## src/rtl/fcc_pkg.sv

```systemverilog
// Package: shared command codes, identifier bytes and state encodings
// for the flash command interface controller.
package fcc_pkg;

    typedef enum logic [1:0] {
        RM_ARRAY  = 2'd0,
        RM_STATUS = 2'd1,
        RM_IDENT  = 2'd2
    } rd_mode_e;

    typedef enum logic [1:0] {
        OP_NONE  = 2'd0,
        OP_PROG  = 2'd1,
        OP_ERASE = 2'd2,
        OP_SUSP  = 2'd3
    } op_e;

    typedef enum logic [1:0] {
        SEQ_IDLE        = 2'd0,
        SEQ_ERASE_SETUP = 2'd1,
        SEQ_PROG_SETUP  = 2'd2
    } seq_e;

    localparam logic [7:0] CMD_READ_ARRAY   = 8'hFF;
    localparam logic [7:0] CMD_READ_STATUS  = 8'h70;
    localparam logic [7:0] CMD_CLEAR_STATUS = 8'h50;
    localparam logic [7:0] CMD_IDENT        = 8'h90;
    localparam logic [7:0] CMD_ERASE_SETUP  = 8'h20;
    localparam logic [7:0] CMD_CONFIRM      = 8'hD0;
    localparam logic [7:0] CMD_SUSPEND      = 8'hB0;
    localparam logic [7:0] CMD_PROG_SETUP   = 8'h40;
    localparam logic [7:0] CMD_PROG_ALT     = 8'h10;

    localparam logic [7:0] ID_MAKER  = 8'h89;
    localparam logic [7:0] ID_DEVICE = 8'hA2;

endpackage

```

## src/rtl/fcc_wr_edge.sv

```systemverilog
// Module: fcc_wr_edge
// Turns the host write strobe into a one-cycle write event on its rising
// edge. Assumes the strobe is synchronous to clk. The event is masked
// while the wake-up guard reports a lockout.
module fcc_wr_edge (
    input  logic clk,
    input  logic rst_n,
    input  logic strobe,
    input  logic lock,
    output logic wr_evt
);
    logic strobe_q;

    // Remember the previous strobe level for edge detection.
    always_ff @(posedge clk) begin
        if (!rst_n) strobe_q <= 1'b0;
        else        strobe_q <= strobe;
    end

    // A write counts only on a low-to-high transition outside the lockout.
    assign wr_evt = strobe & ~strobe_q & ~lock;
endmodule

```

## src/rtl/fcc_wake_guard.sv

```systemverilog
// Module: fcc_wake_guard
// Holds off command writes while the reset/power-down pin is low and for
// WAKE_CYCLES cycles after it returns high. Assumes the pin is already
// synchronous to clk.
module fcc_wake_guard #(
    parameter int WAKE_CYCLES = 5
) (
    input  logic clk,
    input  logic rst_n,
    input  logic pin_n,
    output logic locked
);
    localparam int CW = $clog2(WAKE_CYCLES + 1);

    logic [CW-1:0] wake_cnt;

    // Reload while the pin is low, count down once it is released.
    always_ff @(posedge clk) begin
        if (!rst_n)                 wake_cnt <= '0;
        else if (!pin_n)            wake_cnt <= CW'(WAKE_CYCLES);
        else if (wake_cnt != '0)    wake_cnt <= wake_cnt - 1'b1;
    end

    // Writes are blocked while the pin is low or the count has not drained.
    assign locked = ~pin_n | (wake_cnt != '0);
endmodule

```

## src/rtl/fcc_busy_timer.sv

```systemverilog
// Module: fcc_busy_timer
// Stand-in for the internal write engine. It is loaded with a program or
// erase length, decrements while enabled and flags completion on its last
// count. Clearing it (abort) wins over every other action.
module fcc_busy_timer #(
    parameter int PROG_CYCLES  = 8,
    parameter int ERASE_CYCLES = 24
) (
    input  logic clk,
    input  logic rst_n,
    input  logic clr,
    input  logic load_prog,
    input  logic load_erase,
    input  logic run,
    output logic done
);
    localparam int MAXC = (PROG_CYCLES > ERASE_CYCLES) ? PROG_CYCLES : ERASE_CYCLES;
    localparam int CW   = $clog2(MAXC + 1);

    logic [CW-1:0] cnt;

    // Load, count down while running, or clear on abort.
    always_ff @(posedge clk) begin
        if (!rst_n || clr)             cnt <= '0;
        else if (load_prog)            cnt <= CW'(PROG_CYCLES);
        else if (load_erase)           cnt <= CW'(ERASE_CYCLES);
        else if (run && cnt != '0)     cnt <= cnt - 1'b1;
    end

    // Completion is the edge on which the final count is consumed.
    assign done = run && (cnt == CW'(1));
endmodule

```

## src/rtl/fcc_cmd_seq.sv

```systemverilog
// Module: fcc_cmd_seq
// Command sequencer. It decodes single-write commands, tracks the
// two-write program and erase sequences, keeps the operation state, the
// read mode and the error flags, and registers the array-side request
// pulses with their address and data. Assumes wr_evt is already edge
// qualified and masked during lockout.
module fcc_cmd_seq
    import fcc_pkg::*;
#(
    parameter int ADDR_W = 20,
    parameter int BLK_W  = 16
) (
    input  logic              clk,
    input  logic              rst_n,
    input  logic              pin_n,
    input  logic              wr_evt,
    input  logic [ADDR_W-1:0] addr,
    input  logic [7:0]        wdata,
    input  logic              timer_done,
    output rd_mode_e          rd_mode,
    output op_e               op,
    output logic              err_erase,
    output logic              err_prog,
    output logic              start_prog,
    output logic              start_erase,
    output logic              prog_req,
    output logic              erase_req,
    output logic [ADDR_W-1:0] arr_addr,
    output logic [7:0]        arr_wdata
);
    seq_e seq;
    logic is_idle;
    logic is_busy;
    logic is_setup;

    assign is_idle  = (op == OP_NONE);
    assign is_busy  = (op == OP_PROG) || (op == OP_ERASE);
    assign is_setup = (wdata == CMD_PROG_SETUP) || (wdata == CMD_PROG_ALT);

    // Combinational start strobes so the timer loads on the same edge.
    always_comb begin
        start_prog  = wr_evt && (seq == SEQ_PROG_SETUP);
        start_erase = wr_evt && (seq == SEQ_ERASE_SETUP) && (wdata == CMD_CONFIRM);
    end

    // Main command state: sequence, operation, read mode, flags, requests.
    always_ff @(posedge clk) begin
        if (!rst_n || !pin_n) begin
            seq       <= SEQ_IDLE;
            op        <= OP_NONE;
            rd_mode   <= RM_ARRAY;
            err_erase <= 1'b0;
            err_prog  <= 1'b0;
            prog_req  <= 1'b0;
            erase_req <= 1'b0;
            arr_addr  <= '0;
            arr_wdata <= '0;
        end else begin
            prog_req  <= 1'b0;
            erase_req <= 1'b0;
            if (timer_done) op <= OP_NONE;
            if (wr_evt) begin
                case (seq)
                    SEQ_PROG_SETUP: begin
                        arr_addr  <= addr;
                        arr_wdata <= wdata;
                        prog_req  <= 1'b1;
                        op        <= OP_PROG;
                        rd_mode   <= RM_STATUS;
                        seq       <= SEQ_IDLE;
                    end
                    SEQ_ERASE_SETUP: begin
                        rd_mode <= RM_STATUS;
                        seq     <= SEQ_IDLE;
                        if (wdata == CMD_CONFIRM) begin
                            arr_addr  <= {addr[ADDR_W-1:BLK_W], {BLK_W{1'b0}}};
                            erase_req <= 1'b1;
                            op        <= OP_ERASE;
                        end else begin
                            err_erase <= 1'b1;
                            err_prog  <= 1'b1;
                        end
                    end
                    default: begin
                        if (is_busy) begin
                            if (wdata == CMD_READ_STATUS)
                                rd_mode <= RM_STATUS;
                            else if (wdata == CMD_SUSPEND && op == OP_ERASE && !timer_done)
                                op <= OP_SUSP;
                        end else begin
                            case (wdata)
                                CMD_READ_ARRAY:   rd_mode <= RM_ARRAY;
                                CMD_READ_STATUS:  rd_mode <= RM_STATUS;
                                CMD_IDENT:        rd_mode <= RM_IDENT;
                                CMD_CLEAR_STATUS: begin
                                    err_erase <= 1'b0;
                                    err_prog  <= 1'b0;
                                end
                                CMD_CONFIRM: begin
                                    if (op == OP_SUSP) op <= OP_ERASE;
                                end
                                CMD_ERASE_SETUP: begin
                                    if (is_idle) begin
                                        seq     <= SEQ_ERASE_SETUP;
                                        rd_mode <= RM_STATUS;
                                    end
                                end
                                default: begin
                                    if (is_idle && is_setup) begin
                                        seq     <= SEQ_PROG_SETUP;
                                        rd_mode <= RM_STATUS;
                                    end
                                end
                            endcase
                        end
                    end
                endcase
            end
        end
    end
endmodule

```

## src/rtl/flash_cmd_ctrl.sv

```systemverilog
// Module: flash_cmd_ctrl (top)
// Flash command interface controller. It joins the write-edge detector,
// the wake-up guard, the command sequencer and the busy timer, assembles
// the status byte and selects the read data. Assumes all inputs are
// synchronous to clk; array read data arrives combinationally for addr.
module flash_cmd_ctrl
    import fcc_pkg::*;
#(
    parameter int ADDR_W       = 20,
    parameter int BLK_W        = 16,
    parameter int PROG_CYCLES  = 8,
    parameter int ERASE_CYCLES = 24,
    parameter int WAKE_CYCLES  = 5
) (
    input  logic              clk,
    input  logic              rst_n,
    input  logic              pwr_rst_n,
    input  logic              wr_en,
    input  logic [ADDR_W-1:0] addr,
    input  logic [7:0]        wdata,
    output logic [7:0]        rdata,
    input  logic [7:0]        arr_rdata,
    output logic              arr_prog_req,
    output logic              arr_erase_req,
    output logic              arr_abort,
    output logic [ADDR_W-1:0] arr_addr,
    output logic [7:0]        arr_wdata
);
    logic     locked;
    logic     wr_evt;
    logic     timer_done;
    logic     start_prog;
    logic     start_erase;
    logic     err_erase;
    logic     err_prog;
    logic     running;
    rd_mode_e rd_mode;
    op_e      op;
    logic [7:0] status;

    fcc_wake_guard #(.WAKE_CYCLES(WAKE_CYCLES)) wake_i (
        .clk    (clk),
        .rst_n  (rst_n),
        .pin_n  (pwr_rst_n),
        .locked (locked)
    );

    fcc_wr_edge edge_i (
        .clk    (clk),
        .rst_n  (rst_n),
        .strobe (wr_en),
        .lock   (locked),
        .wr_evt (wr_evt)
    );

    fcc_cmd_seq #(.ADDR_W(ADDR_W), .BLK_W(BLK_W)) seq_i (
        .clk         (clk),
        .rst_n       (rst_n),
        .pin_n       (pwr_rst_n),
        .wr_evt      (wr_evt),
        .addr        (addr),
        .wdata       (wdata),
        .timer_done  (timer_done),
        .rd_mode     (rd_mode),
        .op          (op),
        .err_erase   (err_erase),
        .err_prog    (err_prog),
        .start_prog  (start_prog),
        .start_erase (start_erase),
        .prog_req    (arr_prog_req),
        .erase_req   (arr_erase_req),
        .arr_addr    (arr_addr),
        .arr_wdata   (arr_wdata)
    );

    fcc_busy_timer #(.PROG_CYCLES(PROG_CYCLES), .ERASE_CYCLES(ERASE_CYCLES)) timer_i (
        .clk        (clk),
        .rst_n      (rst_n),
        .clr        (~pwr_rst_n),
        .load_prog  (start_prog),
        .load_erase (start_erase),
        .run        (running),
        .done       (timer_done)
    );

    assign running = (op == OP_PROG) || (op == OP_ERASE);

    // Status byte: ready, suspended, erase error, program error, zeros.
    always_comb begin
        status = {~running, (op == OP_SUSP), err_erase, err_prog, 4'b0000};
    end

    // Abort is raised while the pin is low and an operation still runs.
    assign arr_abort = ~pwr_rst_n & running;

    // Read data selection by read mode; blanked while the pin is low.
    always_comb begin
        rdata = 8'h00;
        if (pwr_rst_n) begin
            case (rd_mode)
                RM_STATUS: rdata = status;
                RM_IDENT: begin
                    if (addr == ADDR_W'(0))      rdata = ID_MAKER;
                    else if (addr == ADDR_W'(1)) rdata = ID_DEVICE;
                end
                default:   rdata = arr_rdata;
            endcase
        end
    end
endmodule

```

## config.mk

```make
export PLATFORM = sky130hd
export DESIGN_NAME = flash_cmd_ctrl
export DESIGN_NICKNAME = d
export VERILOG_FILES = /design/src/rtl/fcc_pkg.sv /design/src/rtl/fcc_wr_edge.sv /design/src/rtl/fcc_wake_guard.sv /design/src/rtl/fcc_busy_timer.sv /design/src/rtl/fcc_cmd_seq.sv /design/src/rtl/flash_cmd_ctrl.sv
export SDC_FILE = /design/constraint.sdc
export NUM_CORES = 1
export LEC_CHECK = 0
export ABC_AREA = 1
export BUFFER_PORTS_ARGS = -buffer_cell sky130_fd_sc_hd__buf_2
export CAP_MARGIN = 20
export CORE_MARGIN = 2
export CORE_UTILIZATION = 51
export CTS_BUF_LIST = sky130_fd_sc_hd__clkbuf_16
export DETAILED_ROUTE_END_ITERATION = 12
export PLACE_DENSITY = 0.92
export SETUP_SLACK_MARGIN = 0.5
export SYNTH_ARGS = -nofsm -noshare
export SYNTH_HDL_FRONTEND = slang
export SYNTH_SLANG_ARGS = --single-unit
```

## constraint.sdc

```tcl
create_clock -name clk -period 2.5 [get_ports clk]
set_clock_uncertainty 0.2 [all_clocks]
set_input_delay 0.5 -clock clk [delete_from_list [all_inputs] [get_ports clk]]
set_output_delay 0.5 -clock clk [all_outputs]
set_load 0.005 [all_outputs]
```

==> results.ini, run 1 <==
[synth]
yosys_most_used_dff = dfxtp_1
synth_warnings = 0
avgSynthCellArea_sq_um = 6.70
ys_seq_area_share_pct = 36.4
ys_ff_latch = 46
synth_top_area_share_pct = 36.4
netlist_area_sq_um = 2530
yosys.area.top_type = dfxtp_1
yosysMostFrequentCell = nand2_1
synthArstFlopShare_pct = 0
synth_cell_type_count = 31
synth_edf_count = 0
synth_commonest_cells = 97 x nand2_1, 61 x nor2_1, 46 x dfxtp_1
synthTopCellsByArea = dfxtp_1 36%, nand2_1 14%, nor2_1 9.0%
synthCells = 378
synth_nets = 431

[global_routing]
antenna_found_initial = 0
grt_pass1_wl_microns = 11000
grt_pass1_vias = 2547
grt-ovfl-total = 0
gr-usage-all-layers_pct = 25.5
grt_max_degree = 22

[clock_network]
holdBufCountCts = 0
cts.sinks = 46
tritoncts = done
htreeDepth = 2
cts_buffers = 5
root_buffer = clkbuf_16
clkTransAtPathRegs_ps = 60
clock_latency_ps = 290
cts_buffer_depth = 2

[critical_path]
end_kind = output port
critPathArrivalTime_ps = 1710
cp-start-kind = flip-flop
r2r_slack_ps = 560
critical_path_class = flip-flop to output port
crit_required_ps = 1800
cp_max_fo = 2

[timing]
setup_slack_ps = 86.0
finalSetupViolations = 0
hold_viol_final = 0
relSlewSlack_pct = 69.6
rsz0062_at_grt = yes
fmax_ghz = 0.414
period_needed_ps = 2410
report.final.slew_viol_count = 0
finalCritPeriodShare_pct = 96.6
tns_ps = 0
tightest_slew_ps = 456
holdWs_ps = 210

[routing]
wl_per_cell_microns = 13.6
post-route-drc-count = 0
postRouteWirelength_microns = 7220
viasPerCell = 5.35
drt-initial-drc-count = 230
firstDrtPassIters = 5
detail-route-antenna-nets = 0
num_vias = 2844

[floorplan]
die_w_microns = 74.5
dieArea_sq_um = 5550
row_count = 25
core_area_sq_um = 4750
initial_utilization_pct = 53.3
die_h_microns = 74.5
ioPinCount = 79

[hold_path]
hold_path.class = primary input to flip-flop

[power_and_ir_drop]
p_leak_nw = 1.54
power.density_nw_per_um2 = 473
ir_drop_mv = 0.331

[placed_design]
pre_cts_slack_ps = 67.4
dp_hpwl_microns = 4910
place_area_sq_um = 2960
dp.cells = 516
gp_congestion = 0.891
io_buffer_count = 78

[job]
maxCapViolations = 0

[final_layout]
layout.cells.non_filler = 532
antenna_cells = 0
final_area_sq_um = 3310
syn2layout_area_growth_pct = 30.8
drive_above_1_share_pct = 30.8
fin_nets = 517

[outcome]
status = finished clean

kinds of logic (layout without fill, tap and decap cells):
logic type | after synthesis | after routing | synth area share, %
AND/OR/NAND/NOR | 214 | 215 | 37.3
AO/OA/AOI/OAI | 56 | 56 | 11.7
adder cells (fa/ha/maj) | 13 | 13 | 6.42
flip-flops | 46 | 46 | 36.4
buffers and inverters | 49 | 135 | 8.25
final cells by class:
| class | instances | area, sq um |
|---|---|---|
| well taps | 67 | 83.8 |
| multi-input cells | 284 | 1540 |
| repair buffers | 87 | 458 |
| flip-flops and latches | 46 | 926 |
| inverters | 40 | 160 |
| fillers | 390 | 1440 |
| clock inverters | 3 | 23.8 |
| clock buffers | 5 | 125 |
repair_timing:
| item | CTS | global route |
|---|---|---|
| pin swaps | 5 | 9 |
| setup buffers | 2 | 5 |
| gates cloned | 1 | 0 |
| endpoints found under the setup margin | 18 | 39 |
| resized for setup | 26 | 12 |
critical path: stages (launching register included):
cell,delay (ps)
dfxtp_2,330
inv_2,70
ha_4,130
inv_2,50
nor4_4,170
nand3_1,150
o21ai_2,180
nand2_1,120
nor2_1,110
buf_2,120
per-layer routing:
layer,global-route usage (%),routed length [microns],up-vias
li1,-,-,1382
met1,30.3,2830,1293
met3,4.47,453,22
met4,14.5,179,0
met5,0,0,-
met2,43.2,3770,147
state kept, by name, summed over array words and instances, names as in the netlist:
name / flops
seq_i.arr_addr: 20
seq_i.arr_wdata: 8
timer_i.cnt: 5
wake_i.wake_cnt: 3
seq_i.op: 2
seq_i.rd_mode: 2
seq_i.seq: 2
edge_i.strobe_q: 1
seq_i.erase_req: 1
seq_i.err_erase: 1
seq_i.prog_req: 1
layout by cell type (no fill, tap or decap), drive strengths merged:
cell type and count:
a31oi 1, clkinv 1, nor4 1, a21boi 2, nand3 26, clkbuf 5, nand2 103, nor3 6
ha 13, or2 1, inv 39, nor2 71, a22oi 1, nor3b 1, nand4 6, o2111ai 1
o31ai 1, o21ai 22, a21oi 28, dfxtp 46, clkinvlp 3, buf 87
stage by stage:
step	total power [mW]	utilization, %
6_report	1.57	69.7
3_5_place_dp	0.895	62.3
3_3_place_gp	0.890	62.3
4_1_cts	1.56	67.8
2_1_floorplan	0.829	-
5_1_grt	1.62	69.7
final timing paths:
kind / from / endpoint / cells after the start
setup / recovery: seq_i.rd_mode[0] / rdata[3] / 9
hold / removal: wr_en / edge_i.strobe_q / 3
setup reg to reg: wake_i.wake_cnt[0] / seq_i.rd_mode[0] / 13
hold reg to reg: seq_i.arr_addr[6] / seq_i.arr_addr[6] / 2
power by group:
part / internal (mW) / switching, mW
Sequential: 0.738 / 0.00307
Combinational: 0.0640 / 0.0974
Clock: 0.374 / 0.291
Power figures use the tool's default switching activity.
==> run 2: changes to the inputs <==
--- a/config.mk
+++ b/config.mk
@@ -8,6 +8,7 @@
 export ABC_AREA = 1
 export BUFFER_PORTS_ARGS = -buffer_cell sky130_fd_sc_hd__buf_2
 export CAP_MARGIN = 20
+export CORE_ASPECT_RATIO = 0.6
 export CORE_MARGIN = 2
 export CORE_UTILIZATION = 51
 export CTS_BUF_LIST = sky130_fd_sc_hd__clkbuf_16
==> results.ini, run 2 (synthesis gave the netlist of run 1 again) <==
[outcome]
status = finished clean

[critical_path]
r2r_cells = 12
critPathArrivalTime_ps = 1780
r2r-end = seq_i.rd_mode[1]
crit_required_ps = 1800
cp_max_fo = 3
end_kind = output port
cp-start-kind = flip-flop
r2r_slack_ps = 490
critical_path_class = flip-flop to output port
reg2reg_from = wake_i.wake_cnt[0]

[final_layout]
fin_nets = 523
final_common_cell = nand2_1
largest_reg_flops = 20
max_flop_register = seq_i.arr_addr
syn2layout_area_growth_pct = 37.2
reg.largest.list = seq_i.arr_addr x20, seq_i.arr_wdata x8, timer_i.cnt x5
drive_above_1_share_pct = 35.5
antenna_cells = 0
mostFrequentLayoutCells = 93 x nand2_1, 78 x buf_2, 57 x nor2_1

[timing]
rsz0062_at_grt = yes
finalSetupViolations = 0
relSlewSlack_pct = 69.5
setup_slack_ps = 19.2
hold_viol_final = 0
tightest_slew_ps = 456
holdWs_ps = 205
period_needed_ps = 2480
fmax_ghz = 0.403
finalCritPeriodShare_pct = 99.2
report.final.slew_viol_count = 0

[floorplan]
ioPinCount = 79
row_count = 19
initial_utilization_pct = 54.1
die_h_microns = 58.6
die_w_microns = 95.0
dieArea_sq_um = 5560
core_area_sq_um = 4680

[placed_design]
pre_cts_slack_ps = -22.8
io_buffer_count = 78
gp_congestion = 0.993
dp_hpwl_microns = 5350

[routing]
wl_per_cell_microns = 17.3
detail-route-antenna-nets = 0
num_vias = 3122
drt-initial-drc-count = 626
postRouteWirelength_microns = 9230
viasPerCell = 5.85
post-route-drc-count = 0
firstDrtPassIters = 6

[clock_network]
cts_buffers = 5
root_buffer = clkbuf_16
clock_latency_ps = 290
clkTransAtPathRegs_ps = 60
tritoncts = done
cts_buffer_depth = 2
holdBufCountCts = 0
cts.sinks = 46
htreeDepth = 2

[global_routing]
grt_pass1_vias = 2805
grt_max_degree = 21
antenna_found_initial = 0
grt_pass1_wl_microns = 13100
grt-ovfl-total = 0
gr-usage-all-layers_pct = 30.5

[power_and_ir_drop]
power.density_nw_per_um2 = 513
ir_drop_mv = 0.349
p_leak_nw = 1.58

[hold_path]
hold_path.class = primary input to flip-flop
hold_end = edge_i.strobe_q
hold_depth = 3
hp-start = wr_en

[job]
maxCapViolations = 0

## run 2: worst max-delay path by stage
stage                           from  endpoint  cells past startpoint
floorplan                    addr[4]  rdata[0]                      5
global placement            addr[14]  rdata[3]                      9
detailed placement          addr[14]  rdata[0]                      9
CTS                 seq_i.rd_mode[0]  rdata[0]                      9
global route        seq_i.rd_mode[0]  rdata[7]                      9
finish              seq_i.rd_mode[0]  rdata[7]                      9
## run 2: area by class of cell
cell class | instances | area [sq um]
tap | 63 | 78.8
sequential | 46 | 926
inverter | 40 | 170
fill | 308 | 1210
multi-input combinational | 286 | 1620
clock buffer | 5 | 125
clock inverter | 3 | 63.8
timing repair buffer | 91 | 488
## run 2: per-layer routing
| metal | share of wire [%] | vias to the layer above | track usage, % |
|---|---|---|---|
| met4 | 6.2 | 0 | 7.45 |
| met2 | 43 | 264 | 50.1 |
| li1 | - | 1400 | - |
| met3 | 13 | 74 | 7.81 |
| met5 | 0 | - | 0 |
| met1 | 38 | 1384 | 40.9 |
## run 2: critical path: stages, from the launching register on
cell and delay (ps):
dfxtp_2 330, inv_2 70, ha_4 150, inv_4 40, nor4_4 240, nand4_1 270, nand2_1 140, nor2_1 60
nor2_1 80, buf_2 110
## run 2: what timing repair did
| action | 4_1_cts | 5_1_grt |
|---|---|---|
| pin swaps | 10 | 12 |
| cloned | 2 | 1 |
| gates resized for setup | 39 | 27 |
| setup endpoints to repair | 40 | 38 |
| setup buffers | 6 | 4 |
## run 2: stage by stage
stage | area (sq um) | util (%) | TNS, ps | cells | power, mW
floorplan | 2530 | - | 0 | 378 | 0.829
global placement | 2970 | 63.3 | 0 | 513 | 0.894
detailed placement | 2970 | 63.3 | -43.2 | 513 | 0.900
CTS | 3350 | 71.6 | 0 | 529 | 1.74
global route | 3470 | 74.2 | -284 | 534 | 1.82
finish | 3470 | 74.2 | 0 | 534 | 1.78
## run 2: report_power, final
part | switching, mW | leakage (nW) | internal [mW]
Combinational | 0.114 | 1.12 | 0.0672
Sequential | 0.00340 | 0.373 | 0.738
Clock | 0.289 | 0.0915 | 0.570
Total | 0.406 | 1.58 | 1.37
